**src/rtl/sdlc_tx_pkg.sv**
```systemverilog
package sdlc_tx_pkg;

  localparam int BYTE_W = 8;
  localparam int FCS_W  = 16;

  localparam logic [BYTE_W-1:0] FLAG_OCTET    = 8'h7E;
  localparam logic [FCS_W-1:0]  CRC_PRESET    = 16'hFFFF;
  localparam logic [FCS_W-1:0]  CRC_POLY_REFL = 16'h8408;

  typedef enum logic [2:0] {
    ST_IDLE,
    ST_OPEN,
    ST_DATA,
    ST_FCS,
    ST_CLOSE,
    ST_ABORT
  } tx_state_t;

  // One LSB-first CRC step for a single serial bit.
  function automatic logic [FCS_W-1:0] crc_step(input logic [FCS_W-1:0] c,
                                                input logic b);
    logic fb;
    fb = c[0] ^ b;
    crc_step = (c >> 1) ^ (fb ? CRC_POLY_REFL : '0);
  endfunction

endpackage

```
**src/rtl/sdlc_crc16.sv**
```systemverilog
module sdlc_crc16
  import sdlc_tx_pkg::*;
(
  input  logic             clk,
  input  logic             rst_n,
  input  logic             crc_init,
  input  logic             crc_feed,
  input  logic             crc_din,
  output logic [FCS_W-1:0] crc_q
);

  always_ff @(posedge clk) begin
    if (!rst_n)        crc_q <= CRC_PRESET;
    else if (crc_init) crc_q <= CRC_PRESET;
    else if (crc_feed) crc_q <= crc_step(crc_q, crc_din);
  end

endmodule

```
**src/rtl/sdlc_zero_stuffer.sv**
```systemverilog
module sdlc_zero_stuffer #(
  parameter int STUFF_RUN = 5
) (
  input  logic clk,
  input  logic rst_n,
  input  logic bit_en,
  input  logic payload_bit,
  input  logic line_bit,
  output logic stuff_now
);

  localparam int RW = $clog2(STUFF_RUN + 1);

  logic [RW-1:0] ones_q;

  always_ff @(posedge clk) begin
    if (!rst_n) ones_q <= '0;
    else if (bit_en) ones_q <= (payload_bit && line_bit) ? ones_q + RW'(1) : '0;
  end

  assign stuff_now = (ones_q == RW'(STUFF_RUN));

  assert_run_bound_R4: assert property (@(posedge clk) disable iff (!rst_n)
    ones_q <= RW'(STUFF_RUN));

endmodule

```
**src/rtl/sdlc_tx_seq.sv**
```systemverilog
module sdlc_tx_seq
  import sdlc_tx_pkg::*;
#(
  parameter int ABORT_ONES = 8
) (
  input  logic              clk,
  input  logic              rst_n,
  input  logic              bit_en,
  input  logic              idle_flags,
  input  logic              abort_req,
  input  logic [BYTE_W-1:0] in_data,
  input  logic              in_valid,
  input  logic              in_last,
  input  logic              stuff_now,
  input  logic [FCS_W-1:0]  crc_q,
  output logic              in_ready,
  output logic              tx_bit,
  output logic              line_nxt,
  output logic              payload_bit,
  output logic              crc_init,
  output logic              crc_feed
);

  localparam int CW = (ABORT_ONES > 16) ? $clog2(ABORT_ONES) : 4;
  localparam logic [CW-1:0] C_OCT_LAST = CW'(BYTE_W - 1);
  localparam logic [CW-1:0] C_FCS_LAST = CW'(FCS_W - 1);
  localparam logic [CW-1:0] C_AB_LAST  = CW'(ABORT_ONES - 1);

  tx_state_t        st_q, st_n;
  logic [CW-1:0]    cnt_q, cnt_n;
  logic [FCS_W-1:0] sreg_q, sreg_n;
  logic             last_q, last_n;
  logic             accept;

  always_comb begin
    st_n        = st_q;
    cnt_n       = cnt_q;
    sreg_n      = sreg_q;
    last_n      = last_q;
    line_nxt    = tx_bit;
    payload_bit = 1'b0;
    crc_init    = 1'b0;
    crc_feed    = 1'b0;
    in_ready    = 1'b0;
    accept      = 1'b0;
    if (bit_en) begin
      unique case (st_q)
        ST_IDLE: begin
          line_nxt = idle_flags ? FLAG_OCTET[cnt_q[2:0]] : 1'b1;
          if (cnt_q == C_OCT_LAST) begin
            cnt_n = '0;
            if (in_valid) st_n = ST_OPEN;
          end else cnt_n = cnt_q + CW'(1);
        end
        ST_OPEN: begin
          line_nxt = FLAG_OCTET[cnt_q[2:0]];
          crc_init = 1'b1;
          if (cnt_q == C_OCT_LAST) begin
            cnt_n = '0;
            st_n  = ST_DATA;
          end else cnt_n = cnt_q + CW'(1);
        end
        ST_DATA, ST_FCS: begin
          if (abort_req) begin
            st_n     = ST_ABORT;
            cnt_n    = CW'(1);
            line_nxt = 1'b1;
          end else if (stuff_now) begin
            line_nxt    = 1'b0;
            payload_bit = 1'b1;
          end else if (st_q == ST_DATA && cnt_q == '0) begin
            in_ready = 1'b1;
            if (in_valid) begin
              accept      = 1'b1;
              line_nxt    = in_data[0];
              sreg_n      = {{(FCS_W-BYTE_W){1'b0}}, in_data} >> 1;
              last_n      = in_last;
              cnt_n       = CW'(1);
              payload_bit = 1'b1;
              crc_feed    = 1'b1;
            end else begin
              st_n     = ST_ABORT;
              cnt_n    = CW'(1);
              line_nxt = 1'b1;
            end
          end else if (st_q == ST_DATA) begin
            line_nxt    = sreg_q[0];
            sreg_n      = sreg_q >> 1;
            payload_bit = 1'b1;
            crc_feed    = 1'b1;
            if (cnt_q == C_OCT_LAST) begin
              cnt_n = '0;
              if (last_q) st_n = ST_FCS;
            end else cnt_n = cnt_q + CW'(1);
          end else begin
            payload_bit = 1'b1;
            if (cnt_q == '0) begin
              line_nxt = ~crc_q[0];
              sreg_n   = (~crc_q) >> 1;
            end else begin
              line_nxt = sreg_q[0];
              sreg_n   = sreg_q >> 1;
            end
            if (cnt_q == C_FCS_LAST) begin
              cnt_n = '0;
              st_n  = ST_CLOSE;
            end else cnt_n = cnt_q + CW'(1);
          end
        end
        ST_CLOSE: begin
          crc_init = 1'b1;
          if (stuff_now) begin
            line_nxt    = 1'b0;
            payload_bit = 1'b1;
          end else begin
            line_nxt = FLAG_OCTET[cnt_q[2:0]];
            if (cnt_q == C_OCT_LAST) begin
              cnt_n = '0;
              st_n  = in_valid ? ST_DATA : ST_IDLE;
            end else cnt_n = cnt_q + CW'(1);
          end
        end
        ST_ABORT: begin
          line_nxt = 1'b1;
          if (cnt_q == C_AB_LAST) begin
            cnt_n = '0;
            st_n  = ST_IDLE;
          end else cnt_n = cnt_q + CW'(1);
        end
        default: begin
          st_n  = ST_IDLE;
          cnt_n = '0;
        end
      endcase
    end
  end

  always_ff @(posedge clk) begin
    if (!rst_n) begin
      st_q   <= ST_IDLE;
      cnt_q  <= '0;
      sreg_q <= '0;
      last_q <= 1'b0;
      tx_bit <= 1'b1;
    end else begin
      st_q   <= st_n;
      cnt_q  <= cnt_n;
      sreg_q <= sreg_n;
      last_q <= last_n;
      tx_bit <= line_nxt;
    end
  end

  assert_stuff_zero_R4: assert property (@(posedge clk) disable iff (!rst_n)
    (bit_en && stuff_now && !abort_req) |=> !tx_bit);

  assert_abort_ones_R8: assert property (@(posedge clk) disable iff (!rst_n)
    (bit_en && st_q == ST_ABORT) |=> tx_bit);

  assert_lsb_first_R10: assert property (@(posedge clk) disable iff (!rst_n)
    accept |=> (tx_bit == $past(in_data[0])));

  assert_open_zero_R3: assert property (@(posedge clk) disable iff (!rst_n)
    (bit_en && st_q == ST_OPEN && cnt_q == '0) |=> !tx_bit);

endmodule

```
**src/rtl/sdlc_frame_tx.sv**
```systemverilog
module sdlc_frame_tx
  import sdlc_tx_pkg::*;
#(
  parameter int ABORT_ONES = 8,
  parameter int STUFF_RUN  = 5
) (
  input  logic       clk,
  input  logic       rst_n,
  input  logic       bit_en,
  input  logic       idle_flags,
  input  logic       abort_req,
  input  logic [7:0] in_data,
  input  logic       in_valid,
  input  logic       in_last,
  output logic       in_ready,
  output logic       tx_bit
);

  logic             stuff_now;
  logic             line_nxt;
  logic             payload_bit;
  logic             crc_init;
  logic             crc_feed;
  logic [FCS_W-1:0] crc_q;

  sdlc_tx_seq #(.ABORT_ONES(ABORT_ONES)) u_seq (
    .clk        (clk),
    .rst_n      (rst_n),
    .bit_en     (bit_en),
    .idle_flags (idle_flags),
    .abort_req  (abort_req),
    .in_data    (in_data),
    .in_valid   (in_valid),
    .in_last    (in_last),
    .stuff_now  (stuff_now),
    .crc_q      (crc_q),
    .in_ready   (in_ready),
    .tx_bit     (tx_bit),
    .line_nxt   (line_nxt),
    .payload_bit(payload_bit),
    .crc_init   (crc_init),
    .crc_feed   (crc_feed)
  );

  sdlc_zero_stuffer #(.STUFF_RUN(STUFF_RUN)) u_stuff (
    .clk        (clk),
    .rst_n      (rst_n),
    .bit_en     (bit_en),
    .payload_bit(payload_bit),
    .line_bit   (line_nxt),
    .stuff_now  (stuff_now)
  );

  sdlc_crc16 u_crc (
    .clk     (clk),
    .rst_n   (rst_n),
    .crc_init(crc_init),
    .crc_feed(crc_feed),
    .crc_din (line_nxt),
    .crc_q   (crc_q)
  );

  assert_stuff_skips_crc_R6: assert property (@(posedge clk) disable iff (!rst_n)
    (bit_en && stuff_now && !crc_init) |=> $stable(crc_q));

endmodule

```
**config.mk**
```make
export PLATFORM = sky130hd
export DESIGN_NAME = sdlc_frame_tx
export DESIGN_NICKNAME = d
export VERILOG_FILES = /design/src/rtl/sdlc_tx_pkg.sv /design/src/rtl/sdlc_crc16.sv /design/src/rtl/sdlc_zero_stuffer.sv /design/src/rtl/sdlc_tx_seq.sv /design/src/rtl/sdlc_frame_tx.sv
export SDC_FILE = /design/constraint.sdc
export NUM_CORES = 1
export LEC_CHECK = 0
export ABC_AREA = 1
export ABC_CLOCK_PERIOD_IN_PS = 1800
export BUFFER_PORTS_ARGS = -buffer_cell sky130_fd_sc_hd__buf_2
export CORE_MARGIN = 2
export CORE_UTILIZATION = 25
export CTS_BUF_LIST = sky130_fd_sc_hd__clkbuf_8
export DETAILED_ROUTE_END_ITERATION = 6
export GPL_ROUTABILITY_DRIVEN = 0
export GPL_TIMING_DRIVEN = 1
export SLEW_MARGIN = 30
export SYNTH_ARGS = -nofsm -noshare
export SYNTH_HDL_FRONTEND = slang
export SYNTH_SLANG_ARGS = --single-unit
```
**constraint.sdc**
```tcl
create_clock -name clk -period 1.8 [get_ports clk]
set_clock_uncertainty 0.2 [all_clocks]
set_input_delay 0.36 -clock clk [delete_from_list [all_inputs] [get_ports clk]]
set_output_delay 0.36 -clock clk [all_outputs]
set_load 0.005 [all_outputs]
```
* Yosys cells after proc, flatten, opt, wreduce, memory -nomap -nowiden
Memories as Yosys holds them, arrays and structs flattened. A register that Yosys moved wholly into a read port is not among the register bits. Cells that the tools add are included.
Word-level totals: logic and storage cells 113, memories kept 1, bits in registers 44, output and inout bits 2, ROM bits 8
Operators by class: equal/unequal tests 20, reduce and logical (&&, ||, !) cells 12, muxes and demuxes 63, order comparisons 1, bitwise operators 7, add/sub/neg operators 2
Memories:
- (no name shown) | depth 8, width 1, rd ports 1, clocked after memory_dff 1, write ports 0, line sdlc_tx_seq.sv:49 | line_nxt = idle_flags ? FLAG_OCTET[cnt_q[2:0]] : 1'b1;
Operator list (number):
- $mux 16 | 4
- $mux 3 | 17
- $mux 1 | 29
- $mux 4 | 7
- $not 16->16 | 1
- $xor 15x16->16 | 1
- $mux 15 | 1
- $pmux 3 s5 | 1
- $pmux 4 s3 | 1
- $reduce_and 12->1 | 1
- $ne 5x4->1 const B | 2
- $eq 3x3->1 const B | 3
- $ne 2x1->1 const B | 4
- $eq 3x2->1 const B | 2
- $ne 2x2->1 const B | 3
- $reduce_and 6->1 | 1
- $reduce_or 2->1 | 3
- $ne 5x2->1 const B | 1
- $pmux 1 s5 | 1
- $reduce_and 5->1 | 1
- $add 4x1->4 const B | 1
- $eq 4x3->1 const B | 1
- $eq 4x4->1 const B | 1
- $logic_not 4->1 | 1
- other kinds (13) | 17

* Logic depth before layout (Yosys ltp)
Gate-level depths: netlist of the first run.
depth after elaboration 11, depth in mapped cells 14, mapped depth without buffers 14

* Hierarchy
Synthesis of the first run repeated with hierarchy kept, for this count alone.
Second synthesis, totals: cell total of the unflattened synthesis 347, area, all modules 2433.6 µm²
Modules (own cells, without submodules):
- sdlc_tx_seq | area an instance 1620.3 µm², cells each 240, seq. area each 500.5 µm², instances 1
- sdlc_crc16 | area an instance 639.4 µm², cells each 81, seq. area each 320.3 µm², instances 1
- sdlc_zero_stuffer | area an instance 173.9 µm², cells each 26, seq. area each 60.1 µm², instances 1

* Worst setup path before layout of the first run
No wires, ideal clock.
path type register to register, start register u_seq.cnt_q[0], end register u_crc.crc_q[15], cell stages (with the launch flop) 14, setup time 130 ps, required time 1470 ps, arrival 1569 ps, buffers on the path 0, path slack -99 ps, cells stage by stage dfxtp_1 inv_1 ha_1 nand2_1 nor2_1 nand2_2 nand3_1 nand3_1 nand2_1 nand2_2 nand2_1 nand2_1 nand3_1 o211ai_1
On the way: cells in the longest elaborated chain, start to end 11, elaborated cells on any way between the ends 17, classes of those cells mux: 13; bitwise: 2; reduce/logical: 2
RTL lines:
- start, declared | line sdlc_tx_seq.sv:30 | logic [CW-1:0] cnt_q, cnt_n;
- start signal, assigned | line sdlc_tx_seq.sv:147 | cnt_q <= cnt_n;
- $logic_not 4->1 (*) | line sdlc_tx_seq.sv:71, sdlc_tx_seq.sv:97
- $mux 1 | line sdlc_tx_seq.sv:97 | if (cnt_q == '0) begin
- $mux 1 | line sdlc_tx_seq.sv:86 | end else if (st_q == ST_DATA) begin
- $mux 1 | line sdlc_tx_seq.sv:71 | end else if (st_q == ST_DATA && cnt_q == '0) begin
- $mux 1 | line sdlc_tx_seq.sv:68 | end else if (stuff_now) begin
- $mux 1 | line sdlc_tx_seq.sv:64 | if (abort_req) begin
- $pmux 1 s5 | line sdlc_tx_seq.sv:47 | unique case (st_q)
- $mux 1 | line sdlc_tx_seq.sv:46 | if (bit_en) begin
- $xor 1x1->1 | line sdlc_tx_pkg.sv:23 | fb = c[0] ^ b;
- $mux 16 | line sdlc_tx_pkg.sv:24 | crc_step = (c >> 1) ^ (fb ? CRC_POLY_REFL : '0);
- $xor 15x16->16 | line sdlc_tx_pkg.sv:24
- end signal, assigned | line sdlc_crc16.sv:15 | else if (crc_feed) crc_q <= crc_step(crc_q, crc_din);
- end, declared | line sdlc_crc16.sv:9 | output logic [FCS_W-1:0] crc_q
Mark *: on every way between the ends. The rest lies on a longest branch, timed or not. A chain may end at the register's enable or synchronous reset.

* Worst setup path in the final report of the first run
start register u_seq.cnt_q[1], end output in_ready
On the way: cells in the longest elaborated chain, start to end 7
RTL lines:
- $logic_not 4->1 | line sdlc_tx_seq.sv:71
- $logic_and 1x1->1 | line sdlc_tx_seq.sv:71
- $mux 1 | line sdlc_tx_seq.sv:71
- $mux 1 | line sdlc_tx_seq.sv:68
- $mux 1 | line sdlc_tx_seq.sv:64
- $mux 1 | line sdlc_tx_seq.sv:47
- $mux 1 | line sdlc_tx_seq.sv:46
- end, declared | line sdlc_frame_tx.sv:15 | output logic in_ready,
Every way passes these cells.

==> results of run 1 <==
-- cells by family (layout without fill, tap and decap cells) --
family | after synthesis | after routing | synth area share, %
simple gates | 126 | 127 | 26.6
fa+ha+maj | 4 | 4 | 2.15
xor+xnor | 1 | 1 | 0.376
flops | 44 | 44 | 37.8
buf+inv | 49 | 129 | 9.02
compound gates | 94 | 94 | 24.0
-- cell type report --
class,instances,area [um2]
timing repair buffer,83,704
multi-input combinational,226,1660
inverter,36,158
tap,111,139
sequential,44,886
timing repair inverter,2,25.0
clock buffer,6,82.6
clock inverter,2,38.8
fill,876,5460
-- what timing repair did --
action                     CTS  global route
hold buffers                 0             0
resized for setup           82            52
setup endpoints to repair   31            44
cloned                       1             4
buffers inserted            11            11
pin swaps                   15            18
-- worst max path at each step --
| stage | from | end | slack (ns) | cells after the start |
|---|---|---|---|---|
| 2_1_floorplan | u_seq.cnt_q[0] | u_crc.crc_q[15] | 0.009 | 13 |
| 3_3_place_gp | u_stuff.ones_q[1] | u_seq.cnt_q[3] | -0.11 | 10 |
| 3_5_place_dp | u_stuff.ones_q[1] | register | -0.15 | 12 |
| 4_1_cts | u_stuff.ones_q[1] | in_ready | -0.28 | 7 |
| 5_1_grt | u_seq.cnt_q[1] | in_ready | -0.28 | 7 |
| 6_report | u_seq.cnt_q[1] | in_ready | -0.24 | 7 |
-- cell usage in the layout (no fill, tap or decap), drive strengths merged, types with 2 or more instances in the layout --
| cell type | instances |
|---|---|
| a211oi | 11 |
| a21oi | 36 |
| buf | 81 |
| clkbuf | 8 |
| clkinv | 3 |
| dfxtp | 44 |
| ha | 4 |
| inv | 36 |
| nand2 | 66 |
| nand3 | 31 |
| nand4 | 2 |
| nor2 | 23 |
| nor3 | 3 |
| o2111ai | 2 |
| o211ai | 8 |
| o21ai | 31 |
-- power by group --
group          switching (uW)  internal (uW)
clock                     372            455
sequential               8.12            983
combinational             205            134
total                     585           1570
-- registers in the layout (all words and copies together), names as in the netlist, named ones only --
register,flops
u_seq.tx_bit,1
u_seq.cnt_q,4
u_seq.st_q,3
u_seq.sreg_q,15
u_crc.crc_q,16
u_seq.last_q,1
u_stuff.ones_q,3
-- tightest hold or removal path, stage by stage --
cell      delay, ns
buf_2          0.08
a211oi_2       0.05
nor2_1         0.07
-- metrics by stage --
stage          cell area [um2]  total power [uW]  setup TNS, ns
3_5_place_dp              2830              1240          -1.23
2_1_floorplan             2340              1150              0
3_3_place_gp              2830              1240         -0.537
5_1_grt                   3700              2240          -6.96
6_report                  3700              2160          -3.47
4_1_cts                   3350              2110          -1.29
-- metal layers --
metal / vias up / global-route usage, % / part of all wire, %
met1: 1215 / 18.6 / 42
met2: 61 / 24.7 / 52
li1: 1241 / - / -
met3: 11 / 2.50 / 4.6
met5: - / 0 / 0
met4: 0 / 4.11 / 1.8
==> out/results.ini, run 1 <==
[status]
status=finished with violations
failed_checks=negative setup slack

[pwr]
ir_drop_mv=0.353
p_per_area_nw_per_um2=583
total_leakage_power_uw=0.00155

[cts]
numCtsBuffers=5
cts_tree=built
cts_sinks=44
htreeDepth=2
cts-root-buf=clkbuf_8
clkTransAtPathRegs_ns=0.09
cts_buffer_depth=2
clk_latency_ns=0.31

[worst_hold_path]
min_path_cells=3
hold_path_startpoint=in_data[6]
hold_class=input pin to register
min_to=u_seq.sreg_q[5]

[setup_path]
cpMostUsedCell=nand2_4
path_delay_family=simple AND/OR/NAND/NOR gates
crit_buf_inv=2
required_ns=1.24
crit_chain=inv_2, ha_4, nand2_4, nor2_4, nand2_4, nor4_4, buf_2
crit_type=register to primary output
r2r.worst_path.cells=14
reg2reg_from=u_seq.cnt_q[1]
rr_endpoint=u_crc.crc_q[10]
cp-start-kind=register
rrSetupSlack_ns=-0.16
worst_setup_path_end_kind=primary output
crit_path_max_fanout=2
critical_path.slowest_cell=dfxtp_2
slowest_delay_ns=0.33
worstPathArrival_ns=1.48

[global_route]
grt_pass1_wl_um=11700
grt_max_degree=24
grt_overflow=0
grtUsageTotal_pct=14.4
grt_pass1_vias=2362
antenna_found_initial=0

[drt]
drcViolationCount=0
drt_pass1_iterations=4
dr_total_vias=2528
drt_iter0_drc=121
routed_via_density=4.96
wirelength_um=7680
antenna_left=0
wire_per_inst_um=15.1

[yosys]
synthArstFlopShare_pct=0
synth_cell_types=40
synth.area.top_cells=dfxtp_1 38%, nand2_1 9.3%, a21oi_1 7.7%
synth_most_common_cell=nand2_1
synth_seq_cells=44
synth_top_area_share_pct=37.8
yosys.area.top_type=dfxtp_1
synthFlopType=dfxtp_1
syn_inst=318
synth_warnings=0
synth.net_count=337
avgSynthCellArea_um2=7.33
synth_area_um2=2330
synth_commonest_cells=58 x nand2_1, 44 x dfxtp_1, 36 x a21oi_1, 30 x nand3_1, 27 x inv_1
yosysSeqAreaShare_pct=37.8
synth_edf_count=0

[floorplan]
start_util_pct=25.5
io_pins=17
die_w_um=101
num_rows=35
design.core.area_um2=9150
dieArea_um2=10100
die_y_um=101

[sta]
fmax_mhz=490
drv_slew=0
hold_viol=0
rsz0062_at_grt=yes
slew_headroom_pct=76.7
finalWorstSetupSlack_ns=-0.239
period_minus_slack_ns=2.04
report.final.setup_viol=40
whs_ns=0.0856
worst_pin_slew_ns=0.346
finalCritPeriodShare_pct=113

[finish]
finalNonFillerCells=510
diodes=0
syn_to_final_growth_pct=58.6
fin_nets=417
fin_util_pct=40.4
layout-drive-gt1-share_pct=49.1

[placed_design]
port_buffers=16
dp.final_hpwl_um=4650
placed_cells=476
dp_slack_ns=-0.149

[flow_run]
maxCapViolCount=0

Note: power is estimated with default switching activity, not from simulation.
==> run 2, diff against run 1 <==
Settings changed: SKIP_LAST_GASP set to 1.
==> out/results.ini, run 2 (synthesis results as in run 1) <==
[sta]
slew_headroom_pct=77.7  ; was 76.7%
fmax_mhz=490  ; about the same
period_minus_slack_ns=2.04  ; about the same
drv_slew=0  ; unchanged
hold_viol=0  ; unchanged
finalWorstSetupSlack_ns=-0.242  ; was -0.239 ns
worst_pin_slew_ns=0.330  ; was 0.346 ns
finalCritPeriodShare_pct=113  ; about the same
rsz0062_at_grt=yes  ; unchanged
report.final.setup_viol=34  ; was 40

[cts]
numCtsBuffers=5  ; unchanged
cts_buffer_depth=2  ; unchanged
cts_sinks=44  ; unchanged
cts-root-buf=clkbuf_8  ; unchanged
clk_latency_ns=0.31  ; about the same
cts_tree=built  ; unchanged
htreeDepth=2  ; unchanged
clkTransAtPathRegs_ns=0.09  ; about the same

[pwr]
total_leakage_power_uw=0.00154  ; was 0.00155 uW
ir_drop_mv=0.367  ; was 0.353 mV
p_per_area_nw_per_um2=583  ; about the same

[global_route]
antenna_found_initial=0  ; unchanged
grt_max_degree=24  ; unchanged
grt_pass1_vias=2350  ; was 2362
grtUsageTotal_pct=14.4  ; about the same
grt_pass1_wl_um=11600  ; was 11700 um
grt_overflow=0  ; unchanged

[floorplan]
die_y_um=101  ; unchanged
design.core.area_um2=9150  ; unchanged
io_pins=17  ; unchanged
dieArea_um2=10100  ; unchanged
die_w_um=101  ; unchanged
start_util_pct=25.5  ; unchanged
num_rows=35  ; unchanged

[status]
failed_checks=negative setup slack  ; unchanged
status=finished with violations  ; unchanged

[finish]
fin_nets=415  ; was 417
diodes=0  ; unchanged
largest-register=u_crc.crc_q  ; unchanged
layout-drive-gt1-share_pct=52.4  ; was 49.1%
final_cell_mix=46 x buf_4, 40 x dfxtp_1, 36 x nand2_1  ; was 50 x buf_4, 44 x nand2_1, 40 x dfxtp_1
syn_to_final_growth_pct=59.9  ; was 58.6%
layout_commonest_cell=buf_4  ; unchanged
largestRegisters=u_crc.crc_q (16), u_seq.sreg_q (15), u_seq.cnt_q (4)  ; unchanged
fin_util_pct=40.7  ; was 40.4%
largest_reg_flops=16  ; unchanged
finalNonFillerCells=508  ; was 510

[drt]
antenna_left=0  ; unchanged
drt_iter0_drc=151  ; was 121
dr_total_vias=2538  ; was 2528
wire_per_inst_um=14.8  ; was 15.1 um
drcViolationCount=0  ; unchanged
routed_via_density=5.00  ; was 4.96
wirelength_um=7520  ; was 7680 um
drt_pass1_iterations=4  ; unchanged

[setup_path]
worstPathArrival_ns=1.48  ; about the same
cp-start-kind=register  ; unchanged
crit_path_max_fanout=2  ; unchanged
crit_type=register to primary output  ; unchanged
worst_setup_path_end_kind=primary output  ; unchanged
required_ns=1.24  ; about the same

[placed_design]
placed_cells=476  ; unchanged
port_buffers=16  ; unchanged
dp.final_hpwl_um=4650  ; unchanged

[flow_run]
maxCapViolCount=0  ; unchanged

[worst_hold_path]
hold_class=input pin to register  ; unchanged

[run 2: cell count changes in the layout (fill, tap and decap cells not counted), sizes merged]
| cell | change |
|---|---|
| buf | -1 |
| clkinv | -1 |
[run 2: worst paths after layout]
| check | endpoint | slack [ns] | cells past startpoint | start |
|---|---|---|---|---|
| max | in_ready | -0.24 | 7 | u_stuff.ones_q[1] |
| min | u_seq.sreg_q[5] | 0.09 | 3 | in_data[6] |
| max reg2reg | u_seq.st_q[0] | -0.14 | 12 | u_stuff.ones_q[1] |
| min reg2reg | u_seq.last_q | 0.25 | 2 | u_seq.last_q |
[run 2: routing by layer]
metal / part of all wire, % / up-vias / routed length [um] / track usage [%]
li1: - / 1248 / - / -
met3: 4.7 / 14 / 356 / 2.50
met5: 0 / - / 0 / 0
met4: 2.2 / 0 / 162 / 4.11
met2: 51 / 68 / 3800 / 24.4
met1: 43 / 1208 / 3200 / 18.8
[run 2: where the power goes]
group          switching [uW]  internal, uW
logic                     205           147
registers                8.33           983
clock network             374           455
[run 2: critical path, cell delays in order, from the launching register on]
cell and delay (ns):
dfxtp_2 0.34, inv_2 0.05, ha_4 0.15, nand2_4 0.06
inv_4 0.04, buf_6 0.11, nor4_4 0.25, buf_2 0.17
[run 2: stage by stage]
stage / hold slack, ns / setup TNS [ns] / setup WS (ns) / area (um2) / power [uW]
after CTS: 0.0964 / -1.38 / -0.278 / 3320 / 2110
final: 0.0867 / -2.15 / -0.242 / 3730 / 2170
after global placement: 0.237 / -0.537 / -0.113 / 2830 / 1240
after global routing: 0.0928 / -5.53 / -0.285 / 3730 / 2250
after detailed placement: 0.242 / -1.23 / -0.149 / 2830 / 1240
after floorplan: 0.224 / 0 / 0.00882 / 2340 / 1150
[run 2: what timing repair did]
action	in CTS	in global routing
setup endpoints to repair	31	44
gates resized for setup	73	78
pin swaps	14	30
cloned	1	3
hold endpoints to repair	0	0
hold buffers	0	0
buffers inserted	11	10
[run 2: layout make-up]
cell class | count | area [um2]
clock buffer | 6 | 82.6
clock inverter | 2 | 38.8
inverter | 36 | 158
tap | 111 | 139
timing repair inverter | 1 | 8.76
sequential | 44 | 886
timing repair buffer | 82 | 708
multi-input combinational | 226 | 1710
fill | 862 | 5430
